`config.mk`:
```
export PLATFORM = sky130hd
export DESIGN_NAME = fading_bus_latch
export DESIGN_NICKNAME = d
export VERILOG_FILES = /design/src/rtl/fbl_pkg.sv /design/src/rtl/fbl_drive_mask.sv /design/src/rtl/fbl_bit_cell.sv /design/src/rtl/fbl_read_port.sv /design/src/rtl/fading_bus_latch.sv
export SDC_FILE = /design/constraint.sdc
export NUM_CORES = 1
export LEC_CHECK = 0
export ABC_AREA = 1
export BUFFER_PORTS_ARGS = -buffer_cell sky130_fd_sc_hd__buf_2
export CAP_MARGIN = 20
export CORE_MARGIN = 1.5
export CORE_UTILIZATION = 44
export CTS_BUF_LIST = sky130_fd_sc_hd__clkbuf_2 sky130_fd_sc_hd__clkbuf_4 sky130_fd_sc_hd__clkbuf_8
export DETAILED_ROUTE_END_ITERATION = 6
export PLACE_DENSITY_LB_ADDON = 0.08
export SETUP_SLACK_MARGIN = 0.5
export SLEW_MARGIN = 20
export SYNTH_ARGS = -nofsm -noshare
export SYNTH_HDL_FRONTEND = slang
export SYNTH_SLANG_ARGS = --single-unit
```
`constraint.sdc`:
```
create_clock -name clk -period 1.6 [get_ports clk]
set_clock_uncertainty 0.05 [all_clocks]
set_input_delay 0.08 -clock clk [delete_from_list [all_inputs] [get_ports clk]]
set_output_delay 0.08 -clock clk [all_outputs]
set_load 0.02 [all_outputs]
```
`src/rtl/fbl_pkg.sv`:
```
package fbl_pkg;

    typedef enum logic [1:0] {
        KIND_FULL    = 2'd0,
        KIND_STATUS  = 2'd1,
        KIND_PALETTE = 2'd2,
        KIND_CUSTOM  = 2'd3
    } rd_kind_e;

    typedef enum logic {
        CELL_EMPTY = 1'b0,
        CELL_HELD  = 1'b1
    } cell_state_e;

endpackage

```
`src/rtl/fbl_drive_mask.sv`:
```
module fbl_drive_mask
    import fbl_pkg::*;
#(
    parameter int                DATA_W       = 8,
    parameter logic [DATA_W-1:0] STATUS_MASK  = 8'hE0,
    parameter logic [DATA_W-1:0] PALETTE_MASK = 8'h3F
) (
    input  logic [1:0]        kind,
    input  logic [DATA_W-1:0] custom_mask,
    output logic [DATA_W-1:0] drive_mask
);
    rd_kind_e kind_e;
    assign kind_e = rd_kind_e'(kind);

    always_comb begin
        unique case (kind_e)
            KIND_FULL:    drive_mask = '1;
            KIND_STATUS:  drive_mask = STATUS_MASK;
            KIND_PALETTE: drive_mask = PALETTE_MASK;
            KIND_CUSTOM:  drive_mask = custom_mask;
            default:      drive_mask = '1;
        endcase
    end
endmodule

```
`src/rtl/fbl_bit_cell.sv`:
```
module fbl_bit_cell
    import fbl_pkg::*;
#(
    parameter int DECAY_FRAMES = 30,
    parameter int AGE_W        = $clog2(DECAY_FRAMES + 2)
) (
    input  logic             clk,
    input  logic             rst_n,
    input  logic             tick,
    input  logic             load,
    input  logic             load_val,
    output logic             bit_q,
    output logic [AGE_W-1:0] age_q
);
    localparam logic [AGE_W-1:0] AGE_LAST = AGE_W'(DECAY_FRAMES);
    localparam logic [AGE_W-1:0] AGE_CAP  = AGE_W'(DECAY_FRAMES + 1);

    cell_state_e state_q, state_d;
    logic [AGE_W-1:0] age_d;

    // next-state: LOAD_ONE, LOAD_ZERO, EXPIRE, AGE
    always_comb begin
        state_d = state_q;
        unique case (state_q)
            CELL_EMPTY: begin
                if (load && load_val) state_d = CELL_HELD;       // LOAD_ONE
            end
            CELL_HELD: begin
                if (load)                            state_d = load_val ? CELL_HELD : CELL_EMPTY;
                else if (tick && age_q == AGE_LAST)  state_d = CELL_EMPTY; // EXPIRE
            end
            default: state_d = CELL_EMPTY;
        endcase
    end

    always_ff @(posedge clk) begin
        if (!rst_n) state_q <= CELL_EMPTY;
        else        state_q <= state_d;
    end

    // age counter: restarts on refresh, saturates at AGE_CAP
    always_comb begin
        age_d = age_q;
        if (load)                       age_d = '0;
        else if (tick && age_q < AGE_CAP) age_d = age_q + 1'b1;
    end

    always_ff @(posedge clk) begin
        if (!rst_n) age_q <= '0;
        else        age_q <= age_d;
    end

    assign bit_q = (state_q == CELL_HELD);
endmodule

```
`src/rtl/fbl_read_port.sv`:
```
module fbl_read_port #(
    parameter int DATA_W = 8
) (
    input  logic              clk,
    input  logic              rst_n,
    input  logic              rd_en,
    input  logic [DATA_W-1:0] drive_mask,
    input  logic [DATA_W-1:0] drive_val,
    input  logic [DATA_W-1:0] latch_val,
    output logic [DATA_W-1:0] rd_q
);
    logic [DATA_W-1:0] merged;
    assign merged = (drive_val & drive_mask) | (latch_val & ~drive_mask);

    always_ff @(posedge clk) begin
        if (!rst_n)     rd_q <= '0;
        else if (rd_en) rd_q <= merged;
    end
endmodule

```
`src/rtl/fading_bus_latch.sv`:
```
module fading_bus_latch
    import fbl_pkg::*;
#(
    parameter int                DATA_W       = 8,
    parameter int                DECAY_FRAMES = 30,
    parameter logic [DATA_W-1:0] STATUS_MASK  = 8'hE0,
    parameter logic [DATA_W-1:0] PALETTE_MASK = 8'h3F
) (
    input  logic              clk,
    input  logic              rst_n,
    input  logic              frame_tick,
    input  logic              wr_en,
    input  logic              wr_is_dma,
    input  logic [DATA_W-1:0] wr_data,
    input  logic              rd_en,
    input  logic [1:0]        rd_kind,
    input  logic [DATA_W-1:0] rd_mask,
    input  logic [DATA_W-1:0] rd_drive,
    output logic [DATA_W-1:0] rd_q
);
    localparam int AGE_W = $clog2(DECAY_FRAMES + 2);

    logic [DATA_W-1:0]       drive_mask;
    logic [DATA_W-1:0]       held_bits;
    logic [DATA_W-1:0]       load_mask;
    logic [DATA_W-1:0]       load_data;
    logic [DATA_W*AGE_W-1:0] age_flat;
    logic                    full_wr;

    fbl_drive_mask #(
        .DATA_W      (DATA_W),
        .STATUS_MASK (STATUS_MASK),
        .PALETTE_MASK(PALETTE_MASK)
    ) mask_i (
        .kind       (rd_kind),
        .custom_mask(rd_mask),
        .drive_mask (drive_mask)
    );

    // a full write outranks the partial refresh of a same-cycle read
    assign full_wr   = wr_en && !wr_is_dma;
    assign load_mask = full_wr ? '1 : (rd_en ? drive_mask : '0);
    assign load_data = full_wr ? wr_data : rd_drive;

    for (genvar b = 0; b < DATA_W; b++) begin : g_cell
        fbl_bit_cell #(
            .DECAY_FRAMES(DECAY_FRAMES),
            .AGE_W       (AGE_W)
        ) cell_i (
            .clk     (clk),
            .rst_n   (rst_n),
            .tick    (frame_tick),
            .load    (load_mask[b]),
            .load_val(load_data[b]),
            .bit_q   (held_bits[b]),
            .age_q   (age_flat[b*AGE_W +: AGE_W])
        );
    end

    fbl_read_port #(.DATA_W(DATA_W)) port_i (
        .clk       (clk),
        .rst_n     (rst_n),
        .rd_en     (rd_en),
        .drive_mask(drive_mask),
        .drive_val (rd_drive),
        .latch_val (held_bits),
        .rd_q      (rd_q)
    );
endmodule

```
# Word level (Yosys, flattened, before mapping)
# Index checks and enable logic that the tools add are counted.
[word_totals]
register_bits = 56
latch_bits = 0
ramBits = 0
mem_bits_ro = 0
in_bits = 32
elab_cells = 136
mem_count = 0
[op_classes]
addsub = 8
multipliers = 0
div = 0
magnitude_cmp = 8
eq_ne = 11
shift = 0
muxes = 44
n_bitwise = 13
reduce_logical = 35
[ops]
columns = ["cell", "n"]
rows = [
  ["$add 5x1->5 const B", 8],
  ["$eq 5x5->1 const B", 8],
  ["$lt 5x5->1 const B", 8],
  ["$mux 1", 32],
  ["$pmux 8 s4", 1],
  ["$logic_and 1x1->1", 25],
  ["$mux 8", 3],
  ["$and 8x8->8", 2],
  ["$pmux 1 s2", 8],
  ["$reduce_or 2->1", 8],
  ["$not 1->1", 9],
  ["$not 8->8", 1],
  ["$or 8x8->8", 1],
  ["$eq 2x2->1 const B", 2],
  ["$eq 2x1->1 const B", 1],
  ["$logic_not 2->1", 1],
  ["$logic_not 1->1", 1],
]

# Logic depth before layout (Yosys ltp)
# Gate-level depths: netlist of run 1.
[logic_depth]
depth_word = 7
ltp_mapped = 8

# Hierarchy
# From an unflattened synthesis of run 1, not the netlist that was laid out.
[hier_totals]
cells_unflattened = 578
hier_area_um2 = 3628.5
[modules_own_cells]
columns = ["mod", "instances", "cells_per_inst", "area_per_inst_um2", "seq_area_each_um2"]
rows = [
  ["fbl_bit_cell", 8, 55, 359.1, 120.1],
  ["fbl_read_port", 1, 75, 457.9, 160.2],
  ["fading_bus_latch", 1, 45, 226.5, 0.0],
  ["fbl_drive_mask", 1, 18, 71.3, 0.0],
]

# Worst setup path before layout of run 1
# OpenSTA, ideal clock, no wires.
[synth_path]
kind = "flip-flop to flip-flop"
startpoint = "reg g_cell[5].cell_i.age_q[1]"
endpoint = "reg g_cell[5].cell_i.age_q[4]"
arrival_ps = 922
required_time_ps = 1427
path_slack_ps = 504
path_stages_with_launch = 7
period_less_slack_ps = 1096
path_cell_list = "dfxtp_1 > ha_1 > inv_1 > o21ai_0 > nand2_1 > nand2_1 > a21oi_1"
[synth_via]
elab_chain_len = 2
[synth_lines]
columns = ["element", "line_no", "rtl"]
rows = [
  ["from (decl)", "fbl_bit_cell.sv:13", "output logic [AGE_W-1:0] age_q"],
  ["from (signal assigned)", "fbl_bit_cell.sv:50", "else age_q <= age_d;"],
  ["$lt 5x5->1", "fbl_bit_cell.sv:45", "else if (tick && age_q < AGE_CAP) age_d = age_q + 1'b1;"],
  ["$logic_and 1x1->1", "fbl_bit_cell.sv:45", ""],
]
# Parallel ways exist; a longest one is shown, timed or not.
# A chain may end at the register's enable or synchronous reset.

# Worst setup path after layout of run 1
[layout_path]
startpoint = "reg g_cell[5].cell_i.age_q[2]"
endpoint = "reg g_cell[5].cell_i.age_q[4]"
# Same word-level chain as after synthesis.

==> flow_metrics.tcl, run 1 <==
set metrics [dict create \
    via_count 3414 \
    grt_max_degree 25 \
    dpl_cell_area_sq_mm 0.00363 \
    start_util_pct 45.9 \
    slew_viol_final 0 \
    powerDensity_mw_per_mm2 637 \
    wl_microns 8760 \
    clkLatencyLatePin_ns 0.30 \
    stdcell_area_sq_mm 0.00435 \
    io_pins 40 \
    end_kind "flop" \
    final_core_util_pct 59.4 \
    hold_viol_final 0 \
    synth_cells 525 \
    synth_top_family_by_area "simple AND/OR/NAND/NOR gates" \
    path_buf_inv 1 \
    wire_per_inst_microns 13.0 \
    cts.htree.levels 2 \
    synthSimpleGateAreaFrac_pct 37.2 \
    final_cells 674 \
    synth-xor-area-share_pct 1.82 \
    crit_family "flip-flops" \
    synthAdderAreaFrac_pct 5.95 \
    n_antenna_cell 0 \
    first_pass_iters 5 \
    cts.sinks 56 \
    path_class "reg2reg" \
    antenna_found_initial 0 \
    p_leak_nw 2.02 \
    synthMuxAreaShare_pct 0 \
    critPathSlowestCell "dfxtp_2" \
    die_h_microns 90.5 \
    worst_slew_pin_slew_ns 0.469 \
    gp_congestion 0.813 \
    root_buffer "clkbuf_8" \
    synth_compound_area_share_pct 10.3 \
    row_count 31 \
    hold_path_class "in2reg" \
    startpoint_type "flop" \
    vdd_drop_max_uv 413 \
    clock_path_buffers 2 \
    die_w_microns 90.5 \
    synth.ff_latch_count 56 \
    rsz0062_at_grt "true" \
    io_buffers 39 \
    synth.area.top_cells "dfxtp_1, nand2_1, nand3_1" \
    area_growth_pct 29.2 \
    drt-vias-per-instance 5.07 \
    post-route-period-util_pct 70.8 \
    max_stage_delay_ns 0.42 \
    crit_path_max_fanout 5 \
    cts_tree "done" \
    yosys.cell_types.count 24 \
    grt_use_total_pct 20.3 \
    syn-num-nets 573 \
    drc 0 \
    outcome "complete, no violations" \
    grt-ovfl-total 0 \
    drive_gt1_share_pct 33.0 \
    maxCapViolations 0 \
    nets 622 \
    synth_top_area_share_pct 33.3 \
    grt_pass1_vias 3011 \
    ant_nets 0 \
    hold_ws_ns 0.0680 \
    yosysTopAreaCell "dfxtp_1" \
    drt_iter0_markers 126 \
    avgSynthCellArea_sq_um 6.41 \
    crit_top_cell "nand2_1" \
    max_freq_mhz 883 \
    fin_setup_tns_ns 0 \
    slew_headroom_pct 68.8 \
    hpwl_microns 5840 \
    cts.clk_slew.worst_paths_ns 0.10 \
    synth_area_sq_mm 0.00337 \
    coreArea_sq_mm 0.00733 \
    ys_seq_area_share_pct 33.3 \
    path_cells "nand2_1 > inv_1 > nand3_1 > nand2_1 > nand2_1 > a21oi_2" \
    dpl.cell_count 653 \
    cts_made_buffers 5 \
    required_ns 1.79 \
    fin_crit_ns 1.13 \
    setup_viol 0 \
    arrival_ns 1.32 \
    die-area_sq_mm 0.00819 \
    yosysWarnings 0 \
    grt_pass1_wl_microns 13700 \
]
==> registers in the layout (all words and copies together) (netlist names) <==
register,cells
g_cell.cell_i.age_q,40
port_i.rd_q,8
g_cell.cell_i.bit_q,8
==> per-layer routing <==
metal | wire, microns | global-route usage [%] | vias up | part of all wire, %
li1 | - | - | 1776 | -
met1 | 3960 | 26.3 | 1575 | 45
met2 | 4460 | 35.0 | 53 | 51
met3 | 228 | 2.95 | 10 | 2.6
met4 | 107 | 5.56 | 0 | 1.2
met5 | 0 | 0 | - | 0
==> report_power, final <==
group	internal [mW]	leakage, nW	switching, mW
sequential	1.42	0.478	0.0572
clock	0.389	0.0523	0.457
combinational	0.169	1.49	0.279
==> stage by stage <==
step / setup slack (ns) / power (mW)
6_report: 0.467 / 2.77
5_1_grt: 0.389 / 2.93
4_1_cts: 0.480 / 2.76
3_5_place_dp: 0.341 / 1.91
3_3_place_gp: 0.388 / 1.91
2_1_floorplan: 0.504 / 1.79
==> logic make-up after synthesis <==
group,after synthesis
and+or+nand+nor,291
AOI/OAI and AO/OA,63
buffers and inverters,92
adders and majority gates,16
DFF,56
xor gates and xnor gates,7
==> worst min-delay path, delay by kind of cell <==
| kind | cells | cell delay [ns] |
|---|---|---|
| and+or+nand+nor | 4 | 0.20 |
| buffers and inverters | 1 | 0.11 |
==> synthesized netlist by cell type <==
library cell,number
nand2_1,158
o21ai_0,18
inv_2,1
dfxtp_1,56
nor2_2,3
a21oi_2,2
or2_2,2
clkbuf_1,1
o211ai_1,9
nand2_2,7
nand3b_1,1
inv_1,75
a21oi_1,34
buf_2,9
nor3_1,2
nand4_1,10
xor2_1,7
nand3_1,74
or2_0,2
ha_1,16
buf_6,3
buf_4,2
nor2_1,32
clkbuf_2,1
==> path summary, 6_finish.rpt <==
path	slack, ns	cells past startpoint	start	endpoint
worst max-delay path	0.47	6	g_cell[5].cell_i.age_q[2]	g_cell[5].cell_i.age_q[4]
worst min-delay path	0.07	5	rd_drive[6]	g_cell[6].cell_i.bit_q
worst max register to register	0.47	6	g_cell[5].cell_i.age_q[2]	g_cell[5].cell_i.age_q[4]
worst min register to register	0.44	2	port_i.rd_q[5]	port_i.rd_q[5]
==> cells in the final DEF, fill, tap and decap left out, drive strengths merged <==
master and n:
nand2 165, clkbuf 8, o21ai 18, nand3b 1, o211ai 9, a21oi 36, dfxtp 56, nand3 74
nand4 10, inv 76, buf 58, xor2 7, nor3 2, or2 4, ha 16, nor2 35
==> repair_timing <==
item                       4_1_cts  5_1_grt
resized for setup               72      110
buffers inserted                 5        8
setup endpoints to repair       40       45
pin swaps                       11       50
hold buffers                     0        0
==> layout make-up <==
class / count / area (sq um)
Fill cell: 666 / 2980
Multi-Input combinational cell: 377 / 2270
Sequential cell: 56 / 1220
Timing Repair Buffer: 58 / 342
Inverter: 76 / 300
Tap cell: 99 / 124
Clock buffer: 8 / 97.6
Note: power is estimated with default switching activity, not from simulation.
==> inputs of run 2 (changes only) <==
- clock period: 1.6 -> 1.1 ns (I/O delays scaled with it)
==> run 2 against run 1 <==
Net effect: via count increased by 6.9%; total power grew 55%; routed wire length grew 9.0%; critical path type unchanged; clock power increased by 50%; sequential share of layout area is 3.7 points lower; largest power group unchanged; the flow now finishes with violations (negative setup slack); cell area grew 18%; non-clock buffer count is 38 higher; final cell count is 5.6% higher; clock-buffer cell count unchanged; highest routed layer unchanged.
==> flow_metrics.tcl, run 2 (synthesis gave the netlist of run 1 again) <==
set metrics [dict create \
    grt_max_degree 27 \
    nets 660 \
    first_pass_iters 4 \
    p_leak_nw 2.40 \
    die-area_sq_mm 0.00819 \
    grt-ovfl-total 0 \
    violations "negative setup slack" \
    fin_ws_ns -0.0295 \
    power_frac_seq_pct 50.8 \
    wire_per_inst_microns 13.4 \
    power_switching_share_pct 29.4 \
    io_buffers 39 \
    p_comb_share_pct 19.7 \
    drt_iter0_markers 104 \
    coreArea_sq_mm 0.00733 \
    layout_commonest_cell "nand2_1" \
    post-route-period-util_pct 103 \
    hpwl_microns 6010 \
    internal_power_mw 3.03 \
    stdcell_area_sq_mm 0.00512 \
    rsz0062_at_grt "true" \
    root_buffer "clkbuf_8" \
    dpl.cell_count 677 \
    clock_path_buffers 2 \
    ant_nets 0 \
    area_growth_pct 52.0 \
    maxCapViolations 0 \
    cts.sinks 56 \
    vdd_drop_max_uv 567 \
    hold_viol_final 0 \
    final_cell_mix "nand2_1, inv_1, nand3_1" \
    setup_viol 6 \
    die_w_microns 90.5 \
    final_core_util_pct 69.8 \
    die_h_microns 90.5 \
    cts_made_buffers 5 \
    switchingPower_mw 1.26 \
    drc 0 \
    drt-vias-per-instance 5.13 \
    fin_setup_tns_ns -0.0717 \
    final_cells 712 \
    fillers 591 \
    antenna_found_initial 0 \
    drive_gt1_share_pct 48.6 \
    n_antenna_cell 0 \
    slew_viol_final 0 \
    required_ns 1.29 \
    grt_pass1_wl_microns 15300 \
    arrival_ns 1.32 \
    startpoint_type "flop" \
    worst_slew_pin_slew_ns 0.391 \
    via_count 3651 \
    cts_tree "done" \
    totalPowerFinal_mw 4.29 \
    powerDensity_mw_per_mm2 838 \
    clkLatencyLatePin_ns 0.31 \
    wl_microns 9550 \
    cts.clk_slew.worst_paths_ns 0.10 \
    cts.htree.levels 2 \
    p_clk_share_pct 29.6 \
    largest_reg_flops 40 \
    grt_use_total_pct 22.6 \
    end_kind "flop" \
    row_count 31 \
    start_util_pct 45.9 \
    grt_pass1_vias 3464 \
    fin_crit_ns 1.13 \
    path_class "reg2reg" \
    regMostFlops "g_cell.cell_i.age_q" \
    io_pins 40 \
    outcome "finished with violations" \
    crit_path_max_fanout 5 \
    gp_congestion 0.837 \
    dpl_cell_area_sq_mm 0.00411 \
    slew_headroom_pct 73.9 \
    max_freq_mhz 885 \
    hold_path_class "in2reg" \
]
[run 2: final cells by class]
cell class / instances / area [sq um] / share of cell area (%)
multi-input cells: 377 / 2560 / 50.1
inverters: 76 / 308 / 6.01
flip-flops and latches: 56 / 1240 / 24.2
well taps: 99 / 124 / 2.42
repair buffers: 96 / 787 / 15.4
clock buffers: 8 / 97.6 / 1.91
[run 2: repair_timing]
action                                  4_1_cts  5_1_grt
pin swaps                                    79       49
endpoints found under the setup margin       64       64
hold buffers                                  0        0
setup buffers                                15       12
hold endpoints to repair                      0        0
gates resized for setup                     113       86
[run 2: path summary, 6_finish.rpt]
kind,startpoint,endpoint,slack (ns),depth (start not counted)
worst max-delay path,g_cell[7].cell_i.age_q[1],g_cell[7].cell_i.age_q[4],-0.03,6
worst max register to register,g_cell[7].cell_i.age_q[1],g_cell[7].cell_i.age_q[4],-0.03,6
worst min register to register,port_i.rd_q[2],port_i.rd_q[2],0.44,2
worst min-delay path,wr_data[5],g_cell[5].cell_i.bit_q,0.03,5
[run 2: per-stage QoR]
step | setup slack [ns] | hold WS [ns]
after CTS | 0.00670 | 0.0322
after floorplan | 0.0970 | 0.239
after global placement | 0.00655 | 0.351
final | -0.0295 | 0.0269
after detailed placement | -0.0211 | 0.359
after global routing | -0.108 | 0.0390
[run 2: power by group through the flow]
stage	Combinational [mW]	Sequential (mW)	Clock (mW)
after floorplan	0.402	2.23	0
after global placement	0.648	2.21	0
after detailed placement	0.658	2.21	0
after CTS	0.757	2.17	1.29
after global routing	0.928	2.19	1.39
final	0.843	2.18	1.27
[run 2: worst max-delay path, stage by stage (launching register included)]
cell     delay, ns
dfxtp_4       0.41
nand2_4       0.07
nor2_4        0.14
nand2_4       0.07
nand2_4       0.10
nand2_1       0.07
a21oi_1       0.13
[run 2: layer usage]
metal  part of all wire (%)  routed length (microns)  GRT usage [%]
met1                     42                     4020           27.0
met2                     51                     4870           40.1
met3                    4.0                      380           3.37
met4                    3.0                      282           9.26
met5                      0                        0              0
